## config.mk

```make
export PLATFORM = sky130hd
export DESIGN_NAME = pwr_seq_ctrl
export DESIGN_NICKNAME = d
export VERILOG_FILES = /design/src/rtl/pwr_seq_pkg.sv /design/src/rtl/us_tick_gen.sv /design/src/rtl/btn_conditioner.sv /design/src/rtl/ack_qualifier.sv /design/src/rtl/pwr_seq_fsm.sv /design/src/rtl/pwr_seq_ctrl.sv
export SDC_FILE = /design/constraint.sdc
export NUM_CORES = 1
export LEC_CHECK = 0
export BUFFER_PORTS_ARGS = -buffer_cell sky130_fd_sc_hd__buf_2
export CORE_MARGIN = 1
export CORE_UTILIZATION = 45
export CTS_BUF_LIST = sky130_fd_sc_hd__clkbuf_16
export CTS_CLUSTER_SIZE = 20
export DETAILED_ROUTE_END_ITERATION = 7
export PLACE_DENSITY_LB_ADDON = 0.25
export SETUP_SLACK_MARGIN = 0.2
export SLEW_MARGIN = 20
export SYNTH_ARGS = -nofsm -noshare
export SYNTH_HDL_FRONTEND = slang
export SYNTH_SLANG_ARGS = --single-unit
```

## constraint.sdc

```tcl
create_clock -name clk -period 5.1 [get_ports clk]
set_clock_uncertainty 0.2 [all_clocks]
set_input_delay 0.255 -clock clk [delete_from_list [all_inputs] [get_ports clk]]
set_output_delay 0.255 -clock clk [all_outputs]
set_load 0.05 [all_outputs]
```

## src/rtl/pwr_seq_pkg.sv

```systemverilog
package pwr_seq_pkg;
  typedef enum logic [1:0] {
    ST_NORMAL = 2'd0,
    ST_REQ    = 2'd1,
    ST_LOW    = 2'd2,
    ST_WARM   = 2'd3
  } pwr_state_e;
endpackage

```

## src/rtl/us_tick_gen.sv

```systemverilog
module us_tick_gen #(
  parameter int CLK_PER_US = 50
) (
  input  logic clk,
  input  logic rst_n,
  input  logic restart_i,
  output logic tick_o
);
  localparam int W = (CLK_PER_US > 1) ? $clog2(CLK_PER_US) : 1;
  localparam logic [W-1:0] LAST = W'(CLK_PER_US - 1);

  logic [W-1:0] cnt_q, cnt_d;

  assign tick_o = (cnt_q == LAST);

  always_comb begin
    if (restart_i || tick_o) cnt_d = '0;
    else                     cnt_d = cnt_q + W'(1);
  end

  always_ff @(posedge clk or negedge rst_n) begin
    if (!rst_n) cnt_q <= '0;
    else        cnt_q <= cnt_d;
  end
endmodule

```

## src/rtl/btn_conditioner.sv

```systemverilog
module btn_conditioner #(
  parameter int DEBOUNCE_US = 5000,
  parameter int SYNC_STAGES = 2
) (
  input  logic clk,
  input  logic rst_n,
  input  logic tick_i,
  input  logic btn_raw_i,
  output logic release_o
);
  localparam int CW = $clog2(DEBOUNCE_US + 1);
  localparam logic [CW-1:0] LAST = CW'(DEBOUNCE_US - 1);

  logic [SYNC_STAGES-1:0] sync_q;
  logic                   btn_s;
  logic                   stable_q;
  logic [CW-1:0]          cnt_q, cnt_d;
  logic                   differ, flip;
  logic                   rel_q;

  always_ff @(posedge clk or negedge rst_n) begin
    if (!rst_n) sync_q <= '0;
    else        sync_q <= {sync_q[SYNC_STAGES-2:0], btn_raw_i};
  end
  assign btn_s = sync_q[SYNC_STAGES-1];

  assign differ = (btn_s != stable_q);
  assign flip   = differ && tick_i && (cnt_q == LAST);

  always_comb begin
    if (!differ || flip) cnt_d = '0;
    else if (tick_i)     cnt_d = cnt_q + CW'(1);
    else                 cnt_d = cnt_q;
  end

  always_ff @(posedge clk or negedge rst_n) begin
    if (!rst_n) begin
      cnt_q    <= '0;
      stable_q <= 1'b0;
      rel_q    <= 1'b0;
    end else begin
      cnt_q <= cnt_d;
      if (flip) stable_q <= btn_s;
      rel_q <= flip && stable_q;
    end
  end

  assign release_o = rel_q;
endmodule

```

## src/rtl/ack_qualifier.sv

```systemverilog
module ack_qualifier #(
  parameter int ACK_QUAL_US = 2,
  parameter int SYNC_STAGES = 2
) (
  input  logic clk,
  input  logic rst_n,
  input  logic tick_i,
  input  logic arm_i,
  input  logic net_sense_i,
  output logic ack_o
);
  localparam int CW = $clog2(ACK_QUAL_US + 1);
  localparam logic [CW-1:0] FULL = CW'(ACK_QUAL_US);

  logic [SYNC_STAGES-1:0] sense_q;
  logic [SYNC_STAGES-1:0] arm_q;
  logic                   sense_s, enable;
  logic [CW-1:0]          cnt_q, cnt_d;

  always_ff @(posedge clk or negedge rst_n) begin
    if (!rst_n) begin
      sense_q <= '1;
      arm_q   <= '0;
    end else begin
      sense_q <= {sense_q[SYNC_STAGES-2:0], net_sense_i};
      arm_q   <= {arm_q[SYNC_STAGES-2:0], arm_i};
    end
  end

  assign sense_s = sense_q[SYNC_STAGES-1];
  // Armed only once the sensed level has had time to follow the weak drive.
  assign enable  = arm_i && (&arm_q);

  always_comb begin
    if (!enable || sense_s)           cnt_d = '0;
    else if (tick_i && cnt_q != FULL) cnt_d = cnt_q + CW'(1);
    else                              cnt_d = cnt_q;
  end

  always_ff @(posedge clk or negedge rst_n) begin
    if (!rst_n) cnt_q <= '0;
    else        cnt_q <= cnt_d;
  end

  assign ack_o = enable && (cnt_q == FULL);
endmodule

```

## src/rtl/pwr_seq_fsm.sv

```systemverilog
module pwr_seq_fsm
  import pwr_seq_pkg::*;
#(
  parameter int PULSE_US = 10,
  parameter int N_RAILS  = 2
) (
  input  logic               clk,
  input  logic               rst_n,
  input  logic               tick_i,
  input  logic               release_i,
  input  logic               ack_i,
  input  logic               warm_clr_i,
  output pwr_state_e         state_o,
  output logic               tick_restart_o,
  output logic               net_drive_o,
  output logic [N_RAILS-1:0] rail_shdn_o
);
  localparam int PW = (PULSE_US > 1) ? $clog2(PULSE_US) : 1;
  localparam logic [PW-1:0] PLAST = PW'(PULSE_US - 1);

  pwr_state_e         state_q, state_d;
  logic [PW-1:0]      pcnt_q, pcnt_d;
  logic               pulse_done;
  logic               state_chg;
  logic               drive_q;
  logic [N_RAILS-1:0] shdn_q;

  assign pulse_done = tick_i && (pcnt_q == PLAST);

  always_comb begin
    state_d = state_q;
    unique case (state_q)
      ST_NORMAL: begin
        if (ack_i)          state_d = ST_LOW;
        else if (release_i) state_d = ST_REQ;
      end
      ST_REQ:  if (pulse_done) state_d = ST_NORMAL;
      ST_LOW:  if (release_i)  state_d = ST_WARM;
      ST_WARM: if (warm_clr_i) state_d = ST_NORMAL;
      default: state_d = ST_NORMAL;
    endcase
  end

  always_comb begin
    if (state_q != ST_REQ) pcnt_d = '0;
    else if (tick_i)       pcnt_d = pcnt_q + PW'(1);
    else                   pcnt_d = pcnt_q;
  end

  assign state_chg      = (state_d != state_q);
  assign tick_restart_o = (state_q == ST_NORMAL) && (state_d == ST_REQ);

  always_ff @(posedge clk or negedge rst_n) begin
    if (!rst_n) begin
      state_q <= ST_NORMAL;
      pcnt_q  <= '0;
      drive_q <= 1'b1;
    end else begin
      state_q <= state_d;
      pcnt_q  <= pcnt_d;
      if (state_chg) drive_q <= (state_d == ST_NORMAL);
    end
  end

  for (genvar g = 0; g < N_RAILS; g++) begin : g_rail
    always_ff @(posedge clk or negedge rst_n) begin
      if (!rst_n)         shdn_q[g] <= 1'b0;
      else if (state_chg) shdn_q[g] <= (state_d == ST_LOW);
    end
  end

  assign state_o     = state_q;
  assign net_drive_o = drive_q;
  assign rail_shdn_o = shdn_q;
endmodule

```

## src/rtl/pwr_seq_ctrl.sv

```systemverilog
module pwr_seq_ctrl
  import pwr_seq_pkg::*;
#(
  parameter int CLK_PER_US  = 50,
  parameter int DEBOUNCE_US = 5000,
  parameter int PULSE_US    = 10,
  parameter int ACK_QUAL_US = 2,
  parameter int N_RAILS     = 2,
  parameter int SYNC_STAGES = 2
) (
  input  logic               clk,
  input  logic               rst_n,
  input  logic               btn_raw_i,
  input  logic               net_sense_i,
  input  logic               warm_clr_i,
  output logic               net_drive_o,
  output logic [N_RAILS-1:0] rail_shdn_o
);
  logic       tick_w, tick_restart_w, release_w, ack_w, arm_w;
  pwr_state_e state_w;

  us_tick_gen #(.CLK_PER_US(CLK_PER_US)) u_tick (
    .clk       (clk),
    .rst_n     (rst_n),
    .restart_i (tick_restart_w),
    .tick_o    (tick_w)
  );

  btn_conditioner #(.DEBOUNCE_US(DEBOUNCE_US), .SYNC_STAGES(SYNC_STAGES)) u_btn (
    .clk       (clk),
    .rst_n     (rst_n),
    .tick_i    (tick_w),
    .btn_raw_i (btn_raw_i),
    .release_o (release_w)
  );

  assign arm_w = (state_w == ST_NORMAL) && net_drive_o;

  ack_qualifier #(.ACK_QUAL_US(ACK_QUAL_US), .SYNC_STAGES(SYNC_STAGES)) u_ack (
    .clk         (clk),
    .rst_n       (rst_n),
    .tick_i      (tick_w),
    .arm_i       (arm_w),
    .net_sense_i (net_sense_i),
    .ack_o       (ack_w)
  );

  pwr_seq_fsm #(.PULSE_US(PULSE_US), .N_RAILS(N_RAILS)) u_fsm (
    .clk            (clk),
    .rst_n          (rst_n),
    .tick_i         (tick_w),
    .release_i      (release_w),
    .ack_i          (ack_w),
    .warm_clr_i     (warm_clr_i),
    .state_o        (state_w),
    .tick_restart_o (tick_restart_w),
    .net_drive_o    (net_drive_o),
    .rail_shdn_o    (rail_shdn_o)
  );
endmodule

```

==> impl_metrics.csv, run 1 <==
group,metric,value,unit
global_routing,globalRouteTotalUtil,0.187,
timing,hold_viol,0,
placed_design,pre_cts_ws,3.03,ns
synthesis,synth_area_leaders,"dfrtp_1, xnor2_1, dfstp_2, ha_1, nor2_1",
synthesis,synthFlopType,"dfrtp_1",
route,drc_errors,0,
synthesis,synthArstFlopShare,1.00,
route,via_per_inst,5.52,
synthesis,synth.yosys.seq_area_share,0.529,
timing,fin_setup_tns,0,ns
floorplan,die_h,64.5,um
setup_path,worstSetupPathType,"register to register",
synthesis,ys_types,39,
hold_path,hold_path.class,"input port to register",
timing,max_freq,481,MHz
setup_path,max_stage_delay,0.40,ns
synthesis,synth_xor_area_frac,0.0748,
floorplan,dieArea,4160,um2
timing,slew_viol_final,0,
route,first_pass_iters,4,
global_routing,grt_max_degree,38,
clocking,htreeDepth,2,
floorplan,die-width,64.5,um
timing,rsz0062_at_grt,"false",
synthesis,synth_cells,165,
setup_path,cp_num_buf_inv,1,
setup_path,cp_max_fo,5,
timing,tightest_slew,0.799,ns
job,maxCapViolations,0,
global_routing,gr-total-overflow,0,
synthesis,synth_top_area_share,0.484,
global_routing,antenna_found_initial,0,
clocking,cts_tree,"yes",
clocking,clk_path_buf_depth,2,
placed_design,gp_congestion,0.771,
timing,layout_setup_ws,3.02,ns
route,ant_nets,0,
route,routed_wl,3240,um
power_and_ir_drop,power_density,343,nW/um2
floorplan,rows,22,
synthesis,synth_compound_area_frac,0.100,
floorplan,core,3720,um2
cells_and_area,diodes,0,
route,first_iter_violations,71,
power_and_ir_drop,max-vdd-ir-drop,0.211,mV
cells_and_area,fill_cells,332,
clocking,cts_root_buf,"clkbuf_16",
setup_path,worst_ep_arrival_time,2.04,ns
timing,slew_headroom,0.467,
cells_and_area,drive_gt1_frac,0.128,
placed_design,detailed_place_hpwl,2250,um
synthesis,synth_commonest_cells,"dfrtp_1, nor2_1, xnor2_1, nand2_1",
power_and_ir_drop,total_power,0.703,mW
synthesis,synth_seq_cells,37,
clocking,worstSkewPairLatency,0.28,ns
floorplan,start_util,0.473,
timing,finalCritPeriodShare,0.408,
clocking,clock-sinks,37,
placed_design,io_buffers,7,
synthesis,synth_most_common_cell,"dfrtp_1",
global_routing,grt_pass1_vias,1299,
cells_and_area,area_delta_synth_final,16.8,%
synthesis,ys_warn_count,0,
cells_and_area,nets,190,
synthesis,yosys.area_share.simple,0.218,
synthesis,synth_edf_count,0,
timing,setup_viol,0,
synthesis,synth_top_family_by_area,"simple AND/OR/NAND/NOR gates",
floorplan,ios,8,
route,via_count,1258,
setup_path,start_kind,"register",
run_status,status,"finished, final reports clean",
setup_path,crit_chain,"inv_1, ha_1, and4b_1, nand3_2, or3_1, mux2_2",
synthesis,synth.avg_cell_area,10.6,um2
synthesis,yosysTopAreaCell,"dfrtp_1",
setup_path,cpLargestDelayFamily,"simple AND/OR/NAND/NOR gates",
timing,min_period,2.08,ns
setup_path,end_kind,"register",
synthesis,syn_area,1760,um2
setup_path,cp_slowest_cell,"dfrtp_1",
setup_path,critPathRequiredTime,5.06,ns
synthesis,synth.area.mux_share,0.00641,
synthesis,syn_nets,176,
clocking,cts.reportedPaths.clkPinSlew,0.06,ns
global_routing,grt_pass1_wl,5890,um
clocking,cts_buffers,5,
route,wl_per_cell,14.2,um
synthesis,synthAdderAreaFrac,0.0427,
timing,hold-worst-slack,0.0791,ns
power_and_ir_drop,power.leakage,0.872,nW
==> flip-flops by register name, summed over array words and instances, names as in the netlist, 2 cells and up <==
signal	count
u_btn.sync_q	2
u_tick.cnt_q	6
u_ack.arm_q	2
u_btn.cnt_q	13
u_fsm.state_o	2
u_ack.cnt_q	2
u_ack.sense_q	2
u_fsm.pcnt_q	4
==> layer usage <==
layer | part of all wire | global-route usage | vias to the layer above
li1 | - | - | 622
met1 | 0.48 | 0.239 | 610
met2 | 0.47 | 0.283 | 20
met3 | 0.036 | 0.0616 | 6
met4 | 0.016 | 0.0944 | 0
met5 | 0 | 0 | -
==> cell families after synthesis <==
family / after synthesis
simple gates: 69
flops: 37
compound gates: 27
xor+xnor: 15
buf+inv: 10
fa+ha+maj: 6
mux: 1
==> timing repair <==
item	CTS	global route
endpoints found under the hold margin	36	0
buffers inserted	0	0
hold buffers	3	0
setup endpoints to repair	0	0
resized for setup	0	0
==> where the power goes <==
group / internal [mW] / switching [mW]
combinational: 0.00367 / 0.00796
clock: 0.279 / 0.116
sequential: 0.296 / 0.000727
total: 0.579 / 0.124
==> final cells by class <==
| cell class | instances | area [um2] | area share |
|---|---|---|---|
| clock buffers | 5 | 125 | 0.0610 |
| inverters | 6 | 22.5 | 0.0110 |
| multi-input cells | 118 | 777 | 0.379 |
| well taps | 48 | 60.1 | 0.0293 |
| repair buffers | 11 | 72.6 | 0.0354 |
| flip-flops and latches | 37 | 930 | 0.453 |
| clock inverters | 3 | 65.1 | 0.0317 |
==> layout by cell type (no fill, tap or decap), types with 2 or more instances in the layout <==
cell	count
a211oi_1	2
nand4_1	4
nor3b_1	2
nor4_1	5
nor3_1	3
dfrtp_1	34
inv_1	6
a21o_1	2
or4_1	6
nand2b_1	3
bufinv_16	2
ha_1	6
nand2_1	11
dfstp_2	3
dlygate4sd3_1	3
xor2_1	3
nand3_2	2
a21oi_1	8
nor2_1	19
o31ai_1	8
nand3_1	6
o21ai_0	2
xnor2_1	12
clkbuf_16	5
buf_2	7
==> worst min-delay path: cells and delay by family <==
family	cells	cell delay (ns)
and+or+nand+nor	1	0.05
buffers and inverters	1	0.10
AOI/OAI and AO/OA	1	0.11
==> worst paths after layout <==
check | from | endpoint | slack [ns] | cells after the start
max | u_tick.cnt_q[1]$_DFF_PN0_ | u_btn.stable_q$_DFFE_PN0P_ | 3.02 | 6
min | warm_clr_i | u_fsm.state_o[1]$_DFF_PN0_ | 0.08 | 3
max reg2reg | u_tick.cnt_q[1]$_DFF_PN0_ | u_btn.stable_q$_DFFE_PN0P_ | 3.02 | 6
min reg2reg | u_btn.sync_q[0]$_DFF_PN0_ | u_btn.sync_q[1]$_DFF_PN0_ | 0.15 | 0
max in group asynchronous | rst_n | u_btn.cnt_q[8]$_DFFE_PN0P_ | 3.80 | 2
min in group asynchronous | rst_n | u_fsm.rail_shdn_o[0]$_DFFE_PN0P_ | 0.40 | 2
==> per-stage QoR <==
| step | util | cell area [um2] | instances |
|---|---|---|---|
| floorplan | - | 1760 | 165 |
| global placement | 0.493 | 1830 | 217 |
| detailed placement | 0.493 | 1830 | 217 |
| CTS | 0.552 | 2050 | 228 |
| global route | 0.552 | 2050 | 228 |
| finish | 0.552 | 2050 | 228 |
Note: power is estimated with default switching activity, not from simulation.
==> run 2, diff against run 1 <==
==> constraint.sdc (replaced) <==
create_clock -name clk -period 1.9 [get_ports clk]
set_clock_uncertainty 0.2 [all_clocks]
set_input_delay 0.095 -clock clk [delete_from_list [all_inputs] [get_ports clk]]
set_output_delay 0.095 -clock clk [all_outputs]
set_load 0.05 [all_outputs]
==> run 2 against run 1 <==
Effect of this change:
- the run now ends with negative setup slack left
- clock power up 130%
- critical endpoint is now u_btn.cnt_q[7]$_DFFE_PN0P_
- register-to-register slack worse by 3.1 ns
- sequential share of layout area down 5.8 points
- combinational power rose to 3.5 times the previous value
- worst setup slack worse by 3.1 ns
- sequential cell count unchanged
- critical path type unchanged
- count of clock-buffer cells in the layout unchanged
- total power rose to 2.5 times the previous value
- critical path depth unchanged
- die area unchanged
- final cell count up 8.3%
==> impl_metrics.csv, run 2 (synthesis results as in run 1) <==
group,metric,value,unit
run_status,status,"complete, but fails checks",
run_status,violations,"negative setup slack",
timing,tightest_slew,0.370,ns
hold_path,hold_path.class,"input port to async pin",
route,highest_layer,"met4",
clocking,cts.reportedPaths.clkPinSlew,0.06,ns
clocking,htreeDepth,2,
timing,fin_setup_tns,-0.166,ns
cells_and_area,fill_cells,299,
power_and_ir_drop,power_density,751,nW/um2
route,wl_met2,1770,um
cells_and_area,largest_register_ffs,13,
setup_path,cp_slowest_cell,"or4_1",
cells_and_area,largest_register,"u_btn.cnt_q",
power_and_ir_drop,max-vdd-ir-drop,0.582,mV
setup_path,cpLargestDelayFamily,"simple AND/OR/NAND/NOR gates",
route,routedLengthMet1,1610,um
setup_path,worstSetupPathType,"register to register",
cells_and_area,final_cells,247,
clocking,clk_path_buf_depth,2,
timing,rsz0062_at_grt,"true",
floorplan,die-width,64.5,um
global_routing,grt_pass1_wl,6110,um
cells_and_area,final_common_cell,"dfrtp_1",
placed_design,placed_area,1970,um2
placed_design,detailed_place_hpwl,2370,um
cells_and_area,largest_registers,"u_btn.cnt_q (13), u_tick.cnt_q (6), u_fsm.pcnt_q (4)",
floorplan,ios,8,
clocking,cts_root_buf,"clkbuf_16",
setup_path,cp_max_fo,4,
route,first_pass_iters,4,
power_and_ir_drop,power.leakage,1.00,nW
route,via_per_inst,5.62,
setup_path,worst_ep_arrival_time,1.95,ns
job,maxCapViolations,0,
floorplan,dieArea,4160,um2
floorplan,core,3720,um2
clocking,cts_buffers,5,
cells_and_area,diodes,0,
route,first_iter_violations,79,
setup_path,max_stage_delay,0.52,ns
route,via_count,1387,
clocking,cts_tree,"yes",
global_routing,gr-total-overflow,0,
setup_path,end_kind,"register",
route,routed_wl,3580,um
floorplan,die_h,64.5,um
global_routing,grt_max_degree,38,
cells_and_area,final_cell_mix,"dfrtp_1, nor2_1, buf_4",
timing,hold-worst-slack,0.104,ns
placed_design,gp_congestion,0.763,
timing,layout_setup_ws,-0.0463,ns
timing,min_period,1.95,ns
clocking,worstSkewPairLatency,0.28,ns
floorplan,start_util,0.473,
setup_path,critPathRequiredTime,1.91,ns
cells_and_area,drive_gt1_frac,0.312,
timing,hold_viol,0,
floorplan,rows,22,
route,wl_per_cell,14.5,um
timing,finalCritPeriodShare,1.02,
timing,slew_viol_final,0,
timing,setup_viol,7,
cells_and_area,area_delta_synth_final,33.8,%
cells_and_area,fin_area,2350,um2
global_routing,antenna_found_initial,0,
global_routing,grt_pass1_vias,1391,
global_routing,globalRouteTotalUtil,0.198,
setup_path,crit_chain,"inv_1, ha_1, and4b_2, nand2_1, or4_1, a21oi_1",
timing,max_freq,514,MHz
route,wl_met3,148,um
cells_and_area,fin_util,0.633,
setup_path,start_kind,"register",
placed_design,io_buffers,7,
setup_path,cp_num_buf_inv,1,
cells_and_area,nets,209,
route,ant_nets,0,
timing,slew_headroom,0.751,
clocking,clock-sinks,37,
route,drc_errors,0,
placed_design,post-place-cells,230,
-- run 2: changes by cell type in the layout (fill, tap and decap cells not counted), sizes merged --
cell / delta
clkinvlp: +1
buf: +18
dlygate4sd3: +1
bufinv: -1
-- run 2: area by class of cell --
type | instances | area (um2) | share of cell area
clock buffer | 5 | 125 | 0.0532
inverter | 6 | 22.5 | 0.00958
clock inverter | 3 | 41.3 | 0.0176
multi-input combinational | 118 | 920 | 0.391
sequential | 37 | 930 | 0.395
timing repair buffer | 30 | 253 | 0.108
tap | 48 | 60.1 | 0.0255
-- run 2: what timing repair did --
item                                    CTS  global route
buffers inserted                          1             4
hold endpoints to repair                 40             0
resized for setup                         8            22
endpoints found under the setup margin   20            20
hold buffers                              4             0
pin swaps                                 0             7
-- run 2: power breakdown --
group / switching, mW / internal (mW) / leakage [nW] / total, mW
Sequential: 0.00243 / 0.795 / 0.484 / 0.797
Clock: 0.314 / 0.614 / 0.0775 / 0.928
Combinational: 0.0235 / 0.0166 / 0.441 / 0.0402
-- run 2: worst paths after layout --
kind                       slack [ns]                       from                             to  cells past startpoint
setup / recovery                -0.05  u_tick.cnt_q[1]$_DFF_PN0_     u_btn.cnt_q[7]$_DFFE_PN0P_                      6
hold / removal                   0.10                      rst_n       u_ack.arm_q[0]$_DFF_PN0_                      3
setup reg to reg                -0.05  u_tick.cnt_q[1]$_DFF_PN0_     u_btn.cnt_q[7]$_DFFE_PN0P_                      6
hold reg to reg                  0.15  u_btn.sync_q[0]$_DFF_PN0_      u_btn.sync_q[1]$_DFF_PN0_                      0
max in group asynchronous        1.15                      rst_n  u_fsm.net_drive_o$_DFFE_PN1P_                      3
min in group clk                 0.15  u_btn.sync_q[0]$_DFF_PN0_      u_btn.sync_q[1]$_DFF_PN0_                      0
-- run 2: worst reg2reg max path: cells and delay by family, from the launching register on --
| kind | cells | cell delay [ns] |
|---|---|---|
| AND/OR/NAND/NOR | 3 | 0.93 |
| flip-flops | 1 | 0.38 |
| adder cells (fa/ha/maj) | 1 | 0.15 |
| AO/OA/AOI/OAI | 1 | 0.15 |
| buffers and inverters | 1 | 0.06 |
-- run 2: stage by stage --
stage / total power [mW] / setup WS (ns)
after floorplan: 0.817 / 0.0435
after global placement: 0.843 / 0.0274
after detailed placement: 0.845 / -0.0430
after CTS: 1.79 / -0.0222
after global routing: 1.83 / -0.0859
final: 1.77 / -0.0463
-- run 2: routing by layer --
| metal | vias up | global-route usage |
|---|---|---|
| met5 | - | 0 |
| met4 | 0 | 0.0917 |
| met3 | 7 | 0.0687 |
| met2 | 27 | 0.309 |
| met1 | 695 | 0.245 |
| li1 | 658 | - |
==> run 3, diff against run 2 <==
--- a/config.mk
+++ b/config.mk
@@ -11,6 +11,7 @@
 export CTS_BUF_LIST = sky130_fd_sc_hd__clkbuf_16
 export CTS_CLUSTER_SIZE = 20
 export DETAILED_ROUTE_END_ITERATION = 7
+export HOLD_SLACK_MARGIN = 0.15
 export PLACE_DENSITY_LB_ADDON = 0.25
 export SETUP_SLACK_MARGIN = 0.2
 export SLEW_MARGIN = 20
==> run 3 against run 2 <==
Effect of this change:
- the run still ends with negative setup slack left
- combinational power grew 4%
- core utilization grew 0.27 points
- worst setup slack is essentially flat
- die area is the same
- hold slack gained 0.051 ns
- critical path type unchanged
- sequential power is essentially flat
- count of clock-buffer cells in the layout is the same
==> impl_metrics.csv, run 3 (synthesis results as in run 1) <==
group,metric,value,unit
route,via_per_inst,5.62,
cells_and_area,drive_gt1_frac,0.310,
run_status,violations,"negative setup slack",
clocking,worstSkewPairLatency,0.28,ns
clocking,clk_path_buf_depth,2,
route,first_pass_iters,4,
timing,setup_viol,7,
timing,hold_viol,0,
power_and_ir_drop,power_density,748,nW/um2
global_routing,grt_max_degree,38,
setup_path,start_kind,"register",
route,highest_layer,"met4",
timing,slew_headroom,0.752,
route,wl_met3,159,um
setup_path,critPathRequiredTime,1.91,ns
cells_and_area,diodes,0,
floorplan,die-width,64.5,um
power_and_ir_drop,max-vdd-ir-drop,0.582,mV
cells_and_area,area_delta_synth_final,34.4,%
global_routing,grt_pass1_vias,1404,
run_status,status,"complete, but fails checks",
cells_and_area,fin_util,0.635,
cells_and_area,final_cell_mix,"dfrtp_1, nor2_1, buf_4",
placed_design,post-place-cells,230,
timing,slew_viol_final,0,
floorplan,dieArea,4160,um2
power_and_ir_drop,power.leakage,1.01,nW
setup_path,end_kind,"register",
clocking,cts_buffers,5,
clocking,htreeDepth,2,
route,via_count,1394,
cells_and_area,largest_registers,"u_btn.cnt_q (13), u_tick.cnt_q (6), u_fsm.pcnt_q (4)",
setup_path,worstSetupPathType,"register to register",
setup_path,worst_ep_arrival_time,1.95,ns
floorplan,core,3720,um2
cells_and_area,final_common_cell,"dfrtp_1",
timing,finalCritPeriodShare,1.02,
route,drc_errors,0,
floorplan,rows,22,
timing,layout_setup_ws,-0.0463,ns
route,routedLengthMet1,1610,um
clocking,cts.reportedPaths.clkPinSlew,0.05,ns
route,ant_nets,0,
route,wl_met2,1780,um
timing,tightest_slew,0.369,ns
hold_path,hold_path.class,"register to register",
floorplan,die_h,64.5,um
clocking,cts_tree,"yes",
job,maxCapViolations,0,
global_routing,antenna_found_initial,0,
floorplan,start_util,0.473,
timing,max_freq,514,MHz
floorplan,ios,8,
placed_design,detailed_place_hpwl,2370,um
route,routed_wl,3600,um
cells_and_area,largest_register,"u_btn.cnt_q",
global_routing,gr-total-overflow,0,
timing,rsz0062_at_grt,"true",
timing,fin_setup_tns,-0.166,ns
placed_design,placed_area,1970,um2
timing,min_period,1.95,ns
cells_and_area,final_cells,248,
cells_and_area,fin_area,2360,um2
clocking,cts_root_buf,"clkbuf_16",
route,first_iter_violations,80,
setup_path,cp_max_fo,4,
route,wl_per_cell,14.5,um
global_routing,grt_pass1_wl,6150,um
placed_design,gp_congestion,0.763,
global_routing,globalRouteTotalUtil,0.198,
clocking,clock-sinks,37,
cells_and_area,nets,210,
cells_and_area,largest_register_ffs,13,
placed_design,io_buffers,7,
run 3: path summary, 6_finish.rpt:
check                                                     end  depth (start not counted)                       from  slack [ns]
min in group asynchronous            u_ack.arm_q[0]$_DFF_PN0_                          4                      rst_n        0.69
worst min register to register      u_btn.sync_q[1]$_DFF_PN0_                          0  u_btn.sync_q[0]$_DFF_PN0_        0.15
worst max-delay path               u_btn.cnt_q[7]$_DFFE_PN0P_                          6  u_tick.cnt_q[1]$_DFF_PN0_       -0.05
worst min-delay path                u_btn.sync_q[1]$_DFF_PN0_                          0  u_btn.sync_q[0]$_DFF_PN0_        0.15
max in group asynchronous       u_fsm.net_drive_o$_DFFE_PN1P_                          4                      rst_n        0.56
worst max register to register     u_btn.cnt_q[7]$_DFFE_PN0P_                          6  u_tick.cnt_q[1]$_DFF_PN0_       -0.05
run 3: repair_timing:
item | in CTS | in global routing
endpoints found under the hold margin | 42 | 0
pin swaps | 0 | 7
endpoints found under the setup margin | 20 | 20
hold buffers | 5 | 0
resized for setup | 8 | 22
buffers inserted | 1 | 4
run 3: final cells by class:
class	instances	area (um2)
multi-input cells	118	920
inverters	6	22.5
fillers	300	1360
clock buffers	5	125
clock inverters	3	41.3
flip-flops and latches	37	930
well taps	48	60.1
repair buffers	31	263
run 3: through the flow:
stage / hold slack, ns / setup slack (ns) / total power, mW
CTS: 0.160 / -0.0222 / 1.79
detailed placement: -0.127 / -0.0430 / 0.845
global placement: -0.129 / 0.0274 / 0.843
global route: 0.167 / -0.0859 / 1.83
finish: 0.155 / -0.0463 / 1.77
floorplan: -0.401 / 0.0435 / 0.817
run 3: power breakdown:
part / switching (mW) / internal [mW]
sequential: 0.00243 / 0.795
combinational: 0.0238 / 0.0179
clock: 0.314 / 0.614
run 3: layer usage:
layer / global-route usage / vias up
li1: - / 660
met1: 0.244 / 696
met2: 0.313 / 31
met3: 0.0687 / 7
met4: 0.0917 / 0
met5: 0 / -
run 3: critical path, cell delays in order (launching register included):
cell and delay [ns]:
dfrtp_1 0.38, inv_1 0.06, ha_1 0.15, and4b_2 0.30, nand2_1 0.11, or4_1 0.52
a21oi_1 0.15
